**src/rtl/nrot_pkg.sv**
```systemverilog
package nrot_pkg;

  // Instruction field layout
  localparam int OPC_W    = 4;
  localparam int MODE_W   = 2;
  localparam int NSIB     = 3;
  localparam int DST_LSB  = 0;
  localparam int SRC_LSB  = 9;
  localparam int MODE_LSB = 42;
  localparam int OPC_LSB  = 44;
  localparam int AMT_W    = 2;

  typedef enum logic [1:0] {
    ST_IDLE  = 2'd0,
    ST_READ  = 2'd1,
    ST_ROT   = 2'd2,
    ST_WRITE = 2'd3
  } nrot_state_e;

  typedef struct packed {
    logic             en;
    logic             left;
    logic [AMT_W-1:0] amt;
  } nrot_op_t;

endpackage

```
**src/rtl/nrot_decode.sv**
```systemverilog
module nrot_decode
  import nrot_pkg::*;
(
  input  logic [OPC_W-1:0] code,
  output nrot_op_t         op
);

  // Top bit enables; the low three bits being zero also disables.
  // Bit 2 picks the direction, bits 1:0 give the distance.
  always_comb begin
    op.en   = code[OPC_W-1] & (|code[OPC_W-2:0]);
    op.left = code[2];
    op.amt  = code[AMT_W-1:0];
  end

endmodule

```
**src/rtl/nrot_srcsel.sv**
```systemverilog
module nrot_srcsel
  import nrot_pkg::*;
#(
  parameter int AW = 11,
  parameter int DW = 4
) (
  input  logic [AW-1:0]      base,
  input  logic [MODE_W-1:0]  mode,
  input  logic [NSIB*DW-1:0] sib_flat,
  output logic [AW-1:0]      addr
);

  // Mode 0 keeps the instruction address; mode k splices neighbour k-1
  always_comb begin
    addr = base;
    for (int i = 0; i < NSIB; i++) begin
      if (mode == MODE_W'(i + 1)) begin
        addr = {base[AW-1:DW], sib_flat[i*DW +: DW]};
      end
    end
  end

endmodule

```
**src/rtl/nrot_rotate.sv**
```systemverilog
module nrot_rotate
  import nrot_pkg::*;
#(
  parameter int DW = 4
) (
  input  logic [DW-1:0]    din,
  input  logic             left,
  input  logic [AMT_W-1:0] amt,
  output logic [DW-1:0]    dout
);

  localparam int EW = (DW > 1) ? $clog2(DW) : 1;

  // A left rotate by k is a right rotate by DW-k (modulo DW)
  logic [EW-1:0] eff;
  always_comb begin
    if (left) eff = EW'(DW - int'(amt));
    else      eff = EW'(amt);
  end

  logic [DW-1:0] stg [EW+1];
  assign stg[0] = din;

  for (genvar s = 0; s < EW; s++) begin : g_stage
    localparam int SH = 1 << s;
    assign stg[s+1] = eff[s] ? {stg[s][SH-1:0], stg[s][DW-1:SH]} : stg[s];
  end

  assign dout = stg[EW];

endmodule

```
**src/rtl/nibble_rotor.sv**
```systemverilog
module nibble_rotor
  import nrot_pkg::*;
#(
  parameter int DATA_W  = 4,
  parameter int SRC_AW  = 11,
  parameter int DST_AW  = 9,
  parameter int INSTR_W = 50
) (
  input  logic               clk,
  input  logic               rst,
  input  logic               start,
  input  logic [INSTR_W-1:0] instr,
  input  logic [DATA_W-1:0]  sib1_res,
  input  logic [DATA_W-1:0]  sib3_res,
  input  logic [DATA_W-1:0]  sib4_res,
  input  logic [DATA_W-1:0]  rd_data,
  output logic               busy,
  output logic               rd_en,
  output logic [SRC_AW-1:0]  rd_addr,
  output logic               wr_en,
  output logic [DST_AW-1:0]  wr_addr,
  output logic [DATA_W-1:0]  wr_data
);

  localparam int OPC_MSB = OPC_LSB + OPC_W - 1;
  localparam int SRC_MSB = SRC_LSB + SRC_AW - 1;

  // Field extraction
  logic [OPC_W-1:0]  code_in;
  logic [MODE_W-1:0] mode_in;
  logic [SRC_AW-1:0] src_in;
  logic [DST_AW-1:0] dst_in;
  logic [INSTR_W-OPC_MSB-2+MODE_LSB-SRC_MSB:0] unused_bits;

  assign code_in     = instr[OPC_LSB  +: OPC_W];
  assign mode_in     = instr[MODE_LSB +: MODE_W];
  assign src_in      = instr[SRC_LSB  +: SRC_AW];
  assign dst_in      = instr[DST_LSB  +: DST_AW];
  assign unused_bits = {instr[INSTR_W-1:OPC_MSB+1], instr[MODE_LSB-1:SRC_MSB+1]};

  nrot_op_t          dec_in;
  logic [SRC_AW-1:0] src_sel;

  nrot_decode u_dec (
    .code (code_in),
    .op   (dec_in)
  );

  nrot_srcsel #(
    .AW (SRC_AW),
    .DW (DATA_W)
  ) u_src (
    .base     (src_in),
    .mode     (mode_in),
    .sib_flat ({sib4_res, sib3_res, sib1_res}),
    .addr     (src_sel)
  );

  // Held instruction state
  nrot_state_e       state_q;
  nrot_op_t          op_q;
  logic [DST_AW-1:0] dst_q;
  logic [DATA_W-1:0] operand_q;
  logic [DATA_W-1:0] rot_out;

  nrot_rotate #(
    .DW (DATA_W)
  ) u_rot (
    .din  (operand_q),
    .left (op_q.left),
    .amt  (op_q.amt),
    .dout (rot_out)
  );

  logic accept;
  assign accept = start && (state_q == ST_IDLE) && dec_in.en;

  always_ff @(posedge clk) begin
    if (rst) begin
      state_q   <= ST_IDLE;
      op_q      <= '0;
      dst_q     <= '0;
      operand_q <= '0;
      rd_en     <= 1'b0;
      rd_addr   <= '0;
      wr_en     <= 1'b0;
      wr_addr   <= '0;
      wr_data   <= '0;
    end else begin
      case (state_q)
        ST_IDLE: begin
          wr_en <= 1'b0;
          if (accept) begin
            state_q <= ST_READ;
            op_q    <= dec_in;
            dst_q   <= dst_in;
            rd_en   <= 1'b1;
            rd_addr <= src_sel;
          end
        end
        ST_READ: begin
          rd_en     <= 1'b0;
          operand_q <= rd_data;
          state_q   <= ST_ROT;
        end
        ST_ROT: begin
          wr_en   <= 1'b1;
          wr_addr <= dst_q;
          wr_data <= rot_out;
          state_q <= ST_WRITE;
        end
        ST_WRITE: begin
          wr_en   <= 1'b0;
          state_q <= ST_IDLE;
        end
        default: state_q <= ST_IDLE;
      endcase
    end
  end

  assign busy = (state_q != ST_IDLE);

endmodule

```
**config.mk**
```make
export PLATFORM = sky130hd
export DESIGN_NAME = nibble_rotor
export DESIGN_NICKNAME = d
export VERILOG_FILES = /design/src/rtl/nrot_pkg.sv /design/src/rtl/nrot_decode.sv /design/src/rtl/nrot_srcsel.sv /design/src/rtl/nrot_rotate.sv /design/src/rtl/nibble_rotor.sv
export SDC_FILE = /design/constraint.sdc
export NUM_CORES = 1
export LEC_CHECK = 0
export BUFFER_PORTS_ARGS = -buffer_cell sky130_fd_sc_hd__buf_2
export CORE_MARGIN = 2
export CORE_UTILIZATION = 41
export CTS_BUF_LIST = sky130_fd_sc_hd__clkbuf_4 sky130_fd_sc_hd__clkbuf_8 sky130_fd_sc_hd__clkbuf_16
export CTS_CLUSTER_DIAMETER = 120
export DETAILED_ROUTE_END_ITERATION = 8
export GPL_TIMING_DRIVEN = 0
export HOLD_SLACK_MARGIN = 0.15
export PLACE_DENSITY = 0.75
export REMOVE_ABC_BUFFERS = 1
export SLEW_MARGIN = 20
export SYNTH_ARGS = -nofsm -noshare
export SYNTH_HDL_FRONTEND = slang
export SYNTH_SLANG_ARGS = --single-unit
```
**constraint.sdc**
```tcl
create_clock -name clk -period 1.3 [get_ports clk]
set_input_delay 0.26 -clock clk [delete_from_list [all_inputs] [get_ports clk]]
set_output_delay 0.26 -clock clk [all_outputs]
set_load 0.01 [all_outputs]
```
# Yosys cells after proc, flatten, opt, wreduce, memory -nomap -nowiden
# Cells that the tools add are included.
# word_totals
elab_cells	40
input_bits	69
regBits	44
# op_classes
bitwise	1
mux	11
eq_ne	7
n_reduce_logical	10
add_sub_neg	1
# ops
op	n
$mux W4	5
$eq A2 B2 Y1 const B	4
$pmux W2 S4	1
$reduce_bool A2 Y1	3
$eq A2 B1 Y1 const B	2
$mux W2	2
$pmux W1 S2	2
$reduce_and A2 Y1	2
$reduce_or A3 Y1	1
$logic_and A1 B1 Y1	2
$logic_not A2 Y1	1
$ne A2 B2 Y1 const B	1
$reduce_or A2 Y1	1
$sub A1 B2 Y2 const A	1
$and A1 B1 Y1	1
$mux W1	1

# Depth between registers and ports, before layout
# Gate-level depths: netlist of the first run.
# logic_depth
word_depth	5
mapped_depth	7

# Modules after synthesis
# A second synthesis of the first run with hierarchy kept.
# unflattened
hier_cells	219
hier_area_um2	2019.4
# by_module_without_submodules
mod	seq_area_each_um2	instances	cells_per_inst	area_per_inst_um2
nibble_rotor	880.8	1	180	1672.9
nrot_rotate	0.0	1	24	157.7
nrot_srcsel	0.0	1	11	157.7
nrot_decode	0.0	1	4	31.3

# Least setup slack after synthesis of the first run
# Ideal clock, no wire load.
# synth_path
path_type	reg-to-reg
startpoint	register state_q[0]
endpoint	register rd_addr[5]
path_stages_with_launch	8
synth_period_minus_slack_ps	1358
t_required_ps	1168
t_arrival_ps	1225
setup_ps	132
setup_slack_ps	-58
path_cell_list	dfxtp_1 -> inv_1 -> ha_1 -> and3_1 -> buf_6 -> buf_12 -> nand3_1 -> a21oi_1
# synth_via
elab_chain_len	4
# synth_rtl
item	line_no	source
start, declared	nibble_rotor.sv:60	nrot_state_e state_q;
start signal, assigned	nibble_rotor.sv:80	state_q <= ST_IDLE;
start signal, assigned	nibble_rotor.sv:94	state_q <= ST_READ;
start signal, assigned	nibble_rotor.sv:104	state_q <= ST_ROT;
$logic_not A2 Y1 *	nibble_rotor.sv:76, nibble_rotor.sv:90	
$logic_and A1 B1 Y1 (2 in a row)	nibble_rotor.sv:76	assign accept = start && (state_q == ST_IDLE) && dec_in.en;
$reduce_and A2 Y1 (no line) *	n/a	
end signal, assigned	nibble_rotor.sv:98	rd_addr <= src_sel;
end, declared	nibble_rotor.sv:19	output logic [SRC_AW-1:0] rd_addr,
# Every way passes the cells marked *; elsewhere a longest branch is shown, timed or not.
# A chain may end at the register's enable or synchronous reset.

# Final worst setup path of the first run
# layout_path
startpoint	register state_q[1]
endpoint	output port busy
# layout_via
elab_chain_len	1
# layout_rtl
item	line_no	source
$reduce_bool A2 Y1	nibble_rotor.sv:121	assign busy = (state_q != ST_IDLE);
end, declared	nibble_rotor.sv:17	output logic busy,
# No other way between the ends.

==> impl_metrics.ini, run 1 <==
[status]
status = finished, violations left
failed_checks = setup timing

[power]
power.density_nw_per_um2 = 1683
p_sw_share_pct = 29.22
leakage_nw = 1.104
p_seq_share_pct = 35.2
power_frac_clock_pct = 31.9
pwr-share-comb_pct = 32.9
internal-power_w = 0.003228
ir_worst_vdd_uv = 817.2
switchingPower_w = 0.001333

[setup_path]
crit_type = register to output pin
path_buf_inv = 3
startpoint_type = register
arrival_ns = 1.10
cp_max_fo = 7
cpMaxStageDelayCell = dfxtp_4
critical_path_required_ns = 1.04
cp_cell_sequence = inv_4, ha_4, inv_2, buf_6
cpPeakStageDelay_ns = 0.36
crit_family = flip-flops
endpoint_kind = output pin

[global_route]
grtUsageTotal_pct = 18.57
gr-total-overflow = 0
grt_pass1_vias = 1609
grt_pass1_wl_mm = 7.803
grt_max_degree = 44
antenna_found_initial = 0

[detailed_routing]
drc = 0
vias = 1795
avgRoutedWirePerCell_um = 14.79
ant_nets = 0
dr.pass1.iters = 4
via_per_inst = 5.342
drt_iter0_drc = 59
wirelength_mm = 4.971

[sta]
period_share_pct = 104.4
timing.hold.ws_ns = 0.1980
final_max_slew_viol_count = 0
skew_ns = 0.005565
rsz0062_at_grt = yes
finalSetupViolations = 10
maxSlewHeadroom_pct = 41.40
min_period_ns = 1.357
fmax_mhz = 737.1
worst_slack_ns = -0.05663
hold_viol = 0
worst_pin_slew_ns = 0.8742

[die]
start_util_pct = 42.43
core_sq_um = 4692
rows = 25
ios = 96
dieWidth_um = 73.68
die_h_um = 73.68
die-area_sq_um = 5429

[cts]
clockRootBuffer = clkbuf_8
clk_pin_slew_ns = 0.09
insertion_delay_ns = 0.30
clkSinkCount = 44
htreeDepth = 2
cts_tree = built
hold_buffers = 0
cts_buffers = 5
cts_buffer_depth = 2

[layout]
final_common_cell = buf_2
fin_util_pct = 57.76
stdcell_area_sq_um = 2710
antenna_cells = 0
syn_to_final_growth_pct = 36.14
nets = 354
layout_common_cells = 70 x buf_2, 42 x dfxtp_1, 20 x a21oi_1
layout-drive-gt1-share_pct = 44.33

[place]
dpl_cell_area_sq_um = 2288
portBuffers = 71
place.gp.congestion = 0.7472
hpwl_mm = 2.885

[yosys]
ys_seq_area_share_pct = 44.25
synth_area_leader_cell = dfxtp_1
netlist_instances = 208
synthTopCellsByArea = dfxtp_1 44%, mux2i_1 7.5%, a21oi_1 6.3%
synth_area_sq_um = 1991
synth-seq-cells = 44
yosysUniqueCellTypes = 29
ys_warn_count = 0
synth_top_cell_area_share_pct = 44.25
avgSynthCellArea_sq_um = 9.570

[run]
maxCapViolations = 0

[worst_hold_path]
hold_path_class = input pin to register
## cells in the mapped netlist
master    number
dfxtp_1       44
a21oi_1       25
o21ai_0       21
nand3_1       16
nor2_1        16
mux2i_1       15
nand2_1       11
clkbuf_1       7
buf_2          6
nand3_2        5
ha_1           4
mux2_2         4
mux4_1         4
nand4_1        4
o211ai_1       4
buf_6          3
inv_1          3
o21ai_1        3
a211oi_1       2
nand2b_1       2
a21bo_2        1
and2_1         1
and3_1         1
buf_12         1
buf_8          1
nand3b_1       1
nor2b_1        1
nor3_4         1
or3_4          1
## logic make-up (layout without fill, tap and decap cells)
kind of cell | count (synthesis) | after routing | share of synthesized area (%)
AND/OR/NAND/NOR | 60 | 63 | 16.22
multiplexers | 23 | 23 | 15.08
AO/OA/AOI/OAI | 56 | 56 | 15.08
adder cells (fa/ha/maj) | 4 | 4 | 2.514
flip-flops | 44 | 44 | 44.25
buffers and inverters | 21 | 92 | 6.851
## state kept, by name, indices dropped and copies added (netlist names)
register,flops
wr_addr,9
wr_en,1
operand_q,4
dst_q,9
rd_addr,11
wr_data,4
state_q,2
op_q,3
rd_en,1
## power groups by stage
stage                     Clock [W]  Sequential (W)  Combinational [W]
after floorplan                   0         0.00164           0.000629
after global placement            0         0.00162           0.000947
after detailed placement          0         0.00163           0.000970
after CTS                   0.00147         0.00161            0.00139
after global routing        0.00153         0.00162            0.00162
final                       0.00146         0.00160            0.00150
## final timing paths
kind / start / end / slack, ns / cells after the start
hold / removal: rd_data[0] / operand_q[0]$_SDFFE_PP0P_ / 0.20 / 3
setup / recovery: state_q[1]$_SDFFE_PP0P_ / busy / -0.06 / 4
hold reg to reg: dst_q[3]$_SDFFE_PP0P_ / dst_q[3]$_SDFFE_PP0P_ / 0.48 / 2
setup reg to reg: state_q[1]$_SDFFE_PP0P_ / state_q[1]$_SDFFE_PP0P_ / -0.02 / 5
## final cells by class
class / instances / area (sq um)
inverter: 3 / 13.76
sequential: 44 / 885.9
clock buffer: 5 / 68.82
fill: 420 / 1982
tap: 54 / 67.56
timing repair buffer: 81 / 478.0
multi-input combinational: 146 / 1106
clock inverter: 3 / 90.09
## worst reg2reg max path, delay by kind of cell (launching register included)
family	cells	cell delay (ns)
compound gates	1	0.25
fa+ha+maj	1	0.21
buf+inv	1	0.06
flops	1	0.36
mux	1	0.19
simple gates	1	0.18
## layer usage
layer | track usage [%] | wire length (um)
met2 | 30.95 | 2464
met1 | 24.47 | 2170
met5 | 0 | 0
met3 | 3.429 | 293
met4 | 5.253 | 42
## through the flow
step           total power, W  TNS, ns  setup slack [ns]  std cells
6_report             0.004561  -0.1500          -0.05663        336
5_1_grt              0.004775   -1.186          -0.09490        336
4_1_cts              0.004471  -0.4590          -0.03939        335
3_5_place_dp         0.002597   -21.17           -0.8141        315
3_3_place_gp         0.002566   -19.18           -0.7881        315
2_1_floorplan        0.002267   -7.720           -0.3623        190
## what timing repair did
item / CTS / global route
setup buffers: 9 / 1
endpoints found under the setup margin: 40 / 32
gates resized for setup: 19 / 24
pin swaps: 4 / 3
gates cloned: 3 / 0
Power figures use the tool's default switching activity.
==> run 2, diff against run 1 <==
PLACE_DENSITY = unset   (was 0.75)
PLACE_DENSITY_LB_ADDON = 0.25   (was unset)
==> run 2 against run 1 <==
Compared with the run above:
- largest cell class unchanged
- cell count grew 1.8%
- sequential power about the same
- the run still ends with setup timing left
- first-iteration DRC count up 47%
- largest power group unchanged
- total power shrank 7.2%
- combinational power up 7%
- utilization is 0.37 points higher
- cell area is 0.65% higher
- register-to-register slack hardly changed
- via count is 1.3% higher
==> impl_metrics.ini, run 2 (synthesized netlist as in run 1, its figures left out) <==
[status]
status = finished, violations left
failed_checks = setup timing

[detailed_routing]
dr.pass1.iters = 4
via_per_inst = 5.319
wirelength_mm = 4.952
wl_met3_um = 272
met2_length_mm = 2.514
wl_met1_mm = 2.089
top_layer = met4
vias = 1819
avgRoutedWirePerCell_um = 14.48
ant_nets = 0
drc = 0
drt_iter0_drc = 87

[die]
rows = 25
dieWidth_um = 73.68
ios = 96
die_h_um = 73.68
core_sq_um = 4692
die-area_sq_um = 5429
start_util_pct = 42.43

[layout]
final_common_cell = buf_2
stdcell_area_sq_um = 2728
num-fill-cells = 420
layout-drive-gt1-share_pct = 45.14
largest_register_ff_count = 11
nets = 360
top_register = rd_addr
seq_area_sq_um = 883.3
stdcell_count = 342
antenna_cells = 0
largest_registers = rd_addr: 11 flops, dst_q: 9 flops, wr_addr: 9 flops
multi_input_area_sq_um = 1149
syn_to_final_growth_pct = 37.02
layout_common_cells = 70 x buf_2, 42 x dfxtp_1, 22 x a21oi_1

[sta]
final_max_slew_viol_count = 0
skew_ns = 0.006311
period_share_pct = 102.2
fmax_mhz = 752.5
maxSlewHeadroom_pct = 42.56
rsz0062_at_grt = yes
finalSetupTns_ns = -0.06893
finalSetupViolations = 5
worst_slack_ns = -0.02883
worst_pin_slew_ns = 0.8615
hold_viol = 0
min_period_ns = 1.329

[global_route]
grt_max_degree = 44
grt_pass1_wl_mm = 7.341
antenna_found_initial = 0
grt_pass1_vias = 1581
gr-total-overflow = 0
grtUsageTotal_pct = 17.97

[worst_hold_path]
hold_path_class = input pin to register

[cts]
clk_pin_slew_ns = 0.08
insertion_delay_ns = 0.30
hold_buffers = 0
htreeDepth = 2
cts_buffer_depth = 2
cts_buffers = 5
cts_tree = built
clkSinkCount = 44
clockRootBuffer = clkbuf_8

[place]
portBuffers = 71
hpwl_mm = 2.791
dp_cells = 315
place.gp.congestion = 0.8428
dpl_cell_area_sq_um = 2288

[setup_path]
critical_path_required_ns = 1.04
crit_type = register to output pin
cp_max_fo = 6
arrival_ns = 1.07
startpoint_type = register
endpoint_kind = output pin

[power]
leakage_nw = 1.116
power.density_nw_per_um2 = 1551
ir_worst_vdd_uv = 809.5
finalPower_w = 0.004231

[run]
maxCapViolations = 0
## run 2: timing repair
item,CTS,global route
gates cloned,3,1
endpoints found under the setup margin,40,35
setup buffers,5,10
pin swaps,4,13
resized for setup,17,27
## run 2: area by class of cell
type	instances	share of cell area (%)
Clock buffer	5	2.523
Sequential cell	44	32.39
Clock inverter	3	1.560
Inverter	3	0.5046
Timing Repair Buffer	86	18.44
Tap cell	54	2.477
Multi-Input combinational cell	147	42.11
## run 2: path summary, 6_finish.rpt
path         cells past startpoint  slack, ns               startpoint                         to
max                              4      -0.03  state_q[0]$_SDFFE_PP0P_                       busy
min                              3       0.19               rd_data[0]  operand_q[0]$_SDFFE_PP0P_
max reg2reg                      6      -0.02  state_q[0]$_SDFFE_PP0P_    rd_addr[9]$_SDFFE_PP0P_
min reg2reg                      2       0.48  rd_addr[3]$_SDFFE_PP0P_    rd_addr[3]$_SDFFE_PP0P_
## run 2: report_power, final
| group | switching [W] | internal (W) | total, W |
|---|---|---|---|
| Combinational | 0.000779 | 0.000816 | 0.00160 |
| Clock | 0.000468 | 0.000569 | 0.00104 |
| Sequential | 0.0000924 | 0.00151 | 0.00160 |
| Total | 0.00134 | 0.00289 | 0.00423 |
## run 2: worst max-delay path: stages (launching register included)
cell	delay, ns
dfxtp_2	0.35
inv_4	0.07
ha_4	0.20
inv_2	0.05
buf_6	0.11
## run 2: per-stage QoR
stage	hold slack, ns	setup WS (ns)	util [%]
floorplan	0.3291	-0.3623	-
global placement	0.4577	-0.8352	48.77
detailed placement	0.4576	-0.8573	48.77
CTS	0.1888	-0.04981	54.05
global route	0.1911	-0.07511	58.13
finish	0.1941	-0.02883	58.13
## run 2: metal layers
layer / vias up / track usage (%)
li1: 910 / -
met1: 850 / 20.34
met2: 52 / 31.55
met3: 7 / 5.624
met4: 0 / 6.465
met5: - / 0
==> run 3, diff against run 2 <==
SKIP_LAST_GASP = 1   (was unset)
==> run 3 against run 2 <==
Compared with the run above:
- the flow still finishes with violations (setup timing)
- non-clock buffer count stayed put
- combinational power hardly changed
- first-iteration DRC count is 4.6% higher
- clock skew hardly changed
- sequential cell count stayed put
- global-route usage stayed put
- cell area stayed put
- clock power hardly changed
- die area stayed put
- sequential power hardly changed
- hold slack hardly changed
- critical path type unchanged
- largest power group unchanged
==> impl_metrics.ini, run 3 (synthesized netlist as in run 1, its figures left out) <==
[place]
hpwl_mm = 2.791
place.gp.congestion = 0.8428
portBuffers = 71
dp_cells = 315
dp_slack_ns = -0.8573

[detailed_routing]
wirelength_mm = 4.959
vias = 1827
via_per_inst = 5.342
ant_nets = 0
drc = 0
drt_iter0_drc = 91
avgRoutedWirePerCell_um = 14.50
dr.pass1.iters = 4

[layout]
layout_common_cells = 70 x buf_2, 42 x dfxtp_1, 22 x a21oi_1
antenna_cells = 0
final_common_cell = buf_2
layout-drive-gt1-share_pct = 45.14
nets = 360
num-fill-cells = 420
top_register = rd_addr
stdcell_count = 342
largest_registers = rd_addr: 11 flops, dst_q: 9 flops, wr_addr: 9 flops
largest_register_ff_count = 11
syn_to_final_growth_pct = 37.02

[global_route]
antenna_found_initial = 0
grtUsageTotal_pct = 17.97
grt_max_degree = 44
gr-total-overflow = 0
grt_pass1_wl_mm = 7.341
grt_pass1_vias = 1581

[cts]
insertion_delay_ns = 0.30
cts_buffers = 5
clockRootBuffer = clkbuf_8
clk_pin_slew_ns = 0.08
htreeDepth = 2
cts_buffer_depth = 2
clkSinkCount = 44
cts_tree = built
hold_buffers = 0

[sta]
period_share_pct = 102.3
final_max_slew_viol_count = 0
finalSetupViolations = 5
worst_slack_ns = -0.02935
maxSlewHeadroom_pct = 42.78
skew_ns = 0.006288
fmax_mhz = 752.2
min_period_ns = 1.329
hold_viol = 0
worst_pin_slew_ns = 0.8584
finalSetupTns_ns = -0.07111
rsz0062_at_grt = yes
timing.hold.ws_ns = 0.1944

[setup_path]
crit_type = register to output pin
startpoint_type = register
r2r_slack_ns = -0.02
arrival_ns = 1.07
cpMaxStageDelayCell = dfxtp_2
critical_path_required_ns = 1.04
cp_max_fo = 6
cpPeakStageDelay_ns = 0.35
path_buf_inv = 3
cp_cell_sequence = inv_4, ha_4, inv_2, buf_6
endpoint_kind = output pin
r2r-end = rd_addr[9]$_SDFFE_PP0P_
r2r_start = state_q[0]$_SDFFE_PP0P_
critPathLaunch = state_q[0]$_SDFFE_PP0P_
reg2reg_depth = 6
crit_family = flip-flops

[status]
failed_checks = setup timing
status = finished, violations left

[die]
start_util_pct = 42.43
dieWidth_um = 73.68
rows = 25
die-area_sq_um = 5429
die_h_um = 73.68
ios = 96
core_sq_um = 4692

[power]
power.density_nw_per_um2 = 1551
ir_worst_vdd_uv = 809.4
leakage_nw = 1.116
finalPower_w = 0.004230

[worst_hold_path]
hold_path_end = operand_q[3]$_SDFFE_PP0P_
min_from = rd_data[3]
hold_path_class = input pin to register
hold_path_depth = 3

[run]
maxCapViolations = 0
-- run 3: cell counts in the layout (fill, tap and decap cells not counted) --
No cell type changed its count.
-- run 3: power breakdown --
part / internal (W) / switching [W]
registers: 0.00151 / 0.0000926
clock network: 0.000569 / 0.000468
logic: 0.000816 / 0.000777
total: 0.00289 / 0.00134
-- run 3: what timing repair did --
item | CTS | global route
endpoints found under the setup margin | 40 | 35
buffers inserted | 5 | 10
resized for setup | 17 | 27
gates cloned | 3 | 1
pin swaps | 4 | 12
-- run 3: layout make-up --
cell class	instances	area (sq um)	share of cell area (%)
Clock inverter	3	42.54	1.560
Timing Repair Buffer	86	503.0	18.44
Tap cell	54	67.56	2.477
Inverter	3	13.76	0.5046
Multi-Input combinational cell	147	1149	42.11
Sequential cell	44	883.3	32.39
Clock buffer	5	68.82	2.523
-- run 3: metrics by stage --
stage / utilization [%] / area (sq um)
CTS: 54.05 / 2536
detailed placement: 48.77 / 2288
global route: 58.13 / 2728
finish: 58.13 / 2728
floorplan: - / 1866
global placement: 48.77 / 2288
-- run 3: worst max-delay path by stage --
stage          depth (start not counted)  slack, ns                       to
6_report                               4      -0.03                     busy
5_1_grt                                4      -0.08                     busy
4_1_cts                                4      -0.05                     busy
3_5_place_dp                           5      -0.86  state_q[1]$_SDFFE_PP0P_
3_3_place_gp                           5      -0.84  state_q[1]$_SDFFE_PP0P_
2_1_floorplan                          5      -0.36  state_q[0]$_SDFFE_PP0P_
-- run 3: layer usage --
layer / track usage (%) / vias up / wire, um
met5: 0 / - / 0
met1: 20.34 / 859 / 2089
met2: 31.55 / 52 / 2521
met4: 6.465 / 0 / 76
met3: 5.624 / 7 / 272
li1: - / 909 / -
-- run 3: tightest hold or removal path, stage by stage --
cell	delay, ns
buf_2	0.07
mux2i_1	0.05
nor2_1	0.07
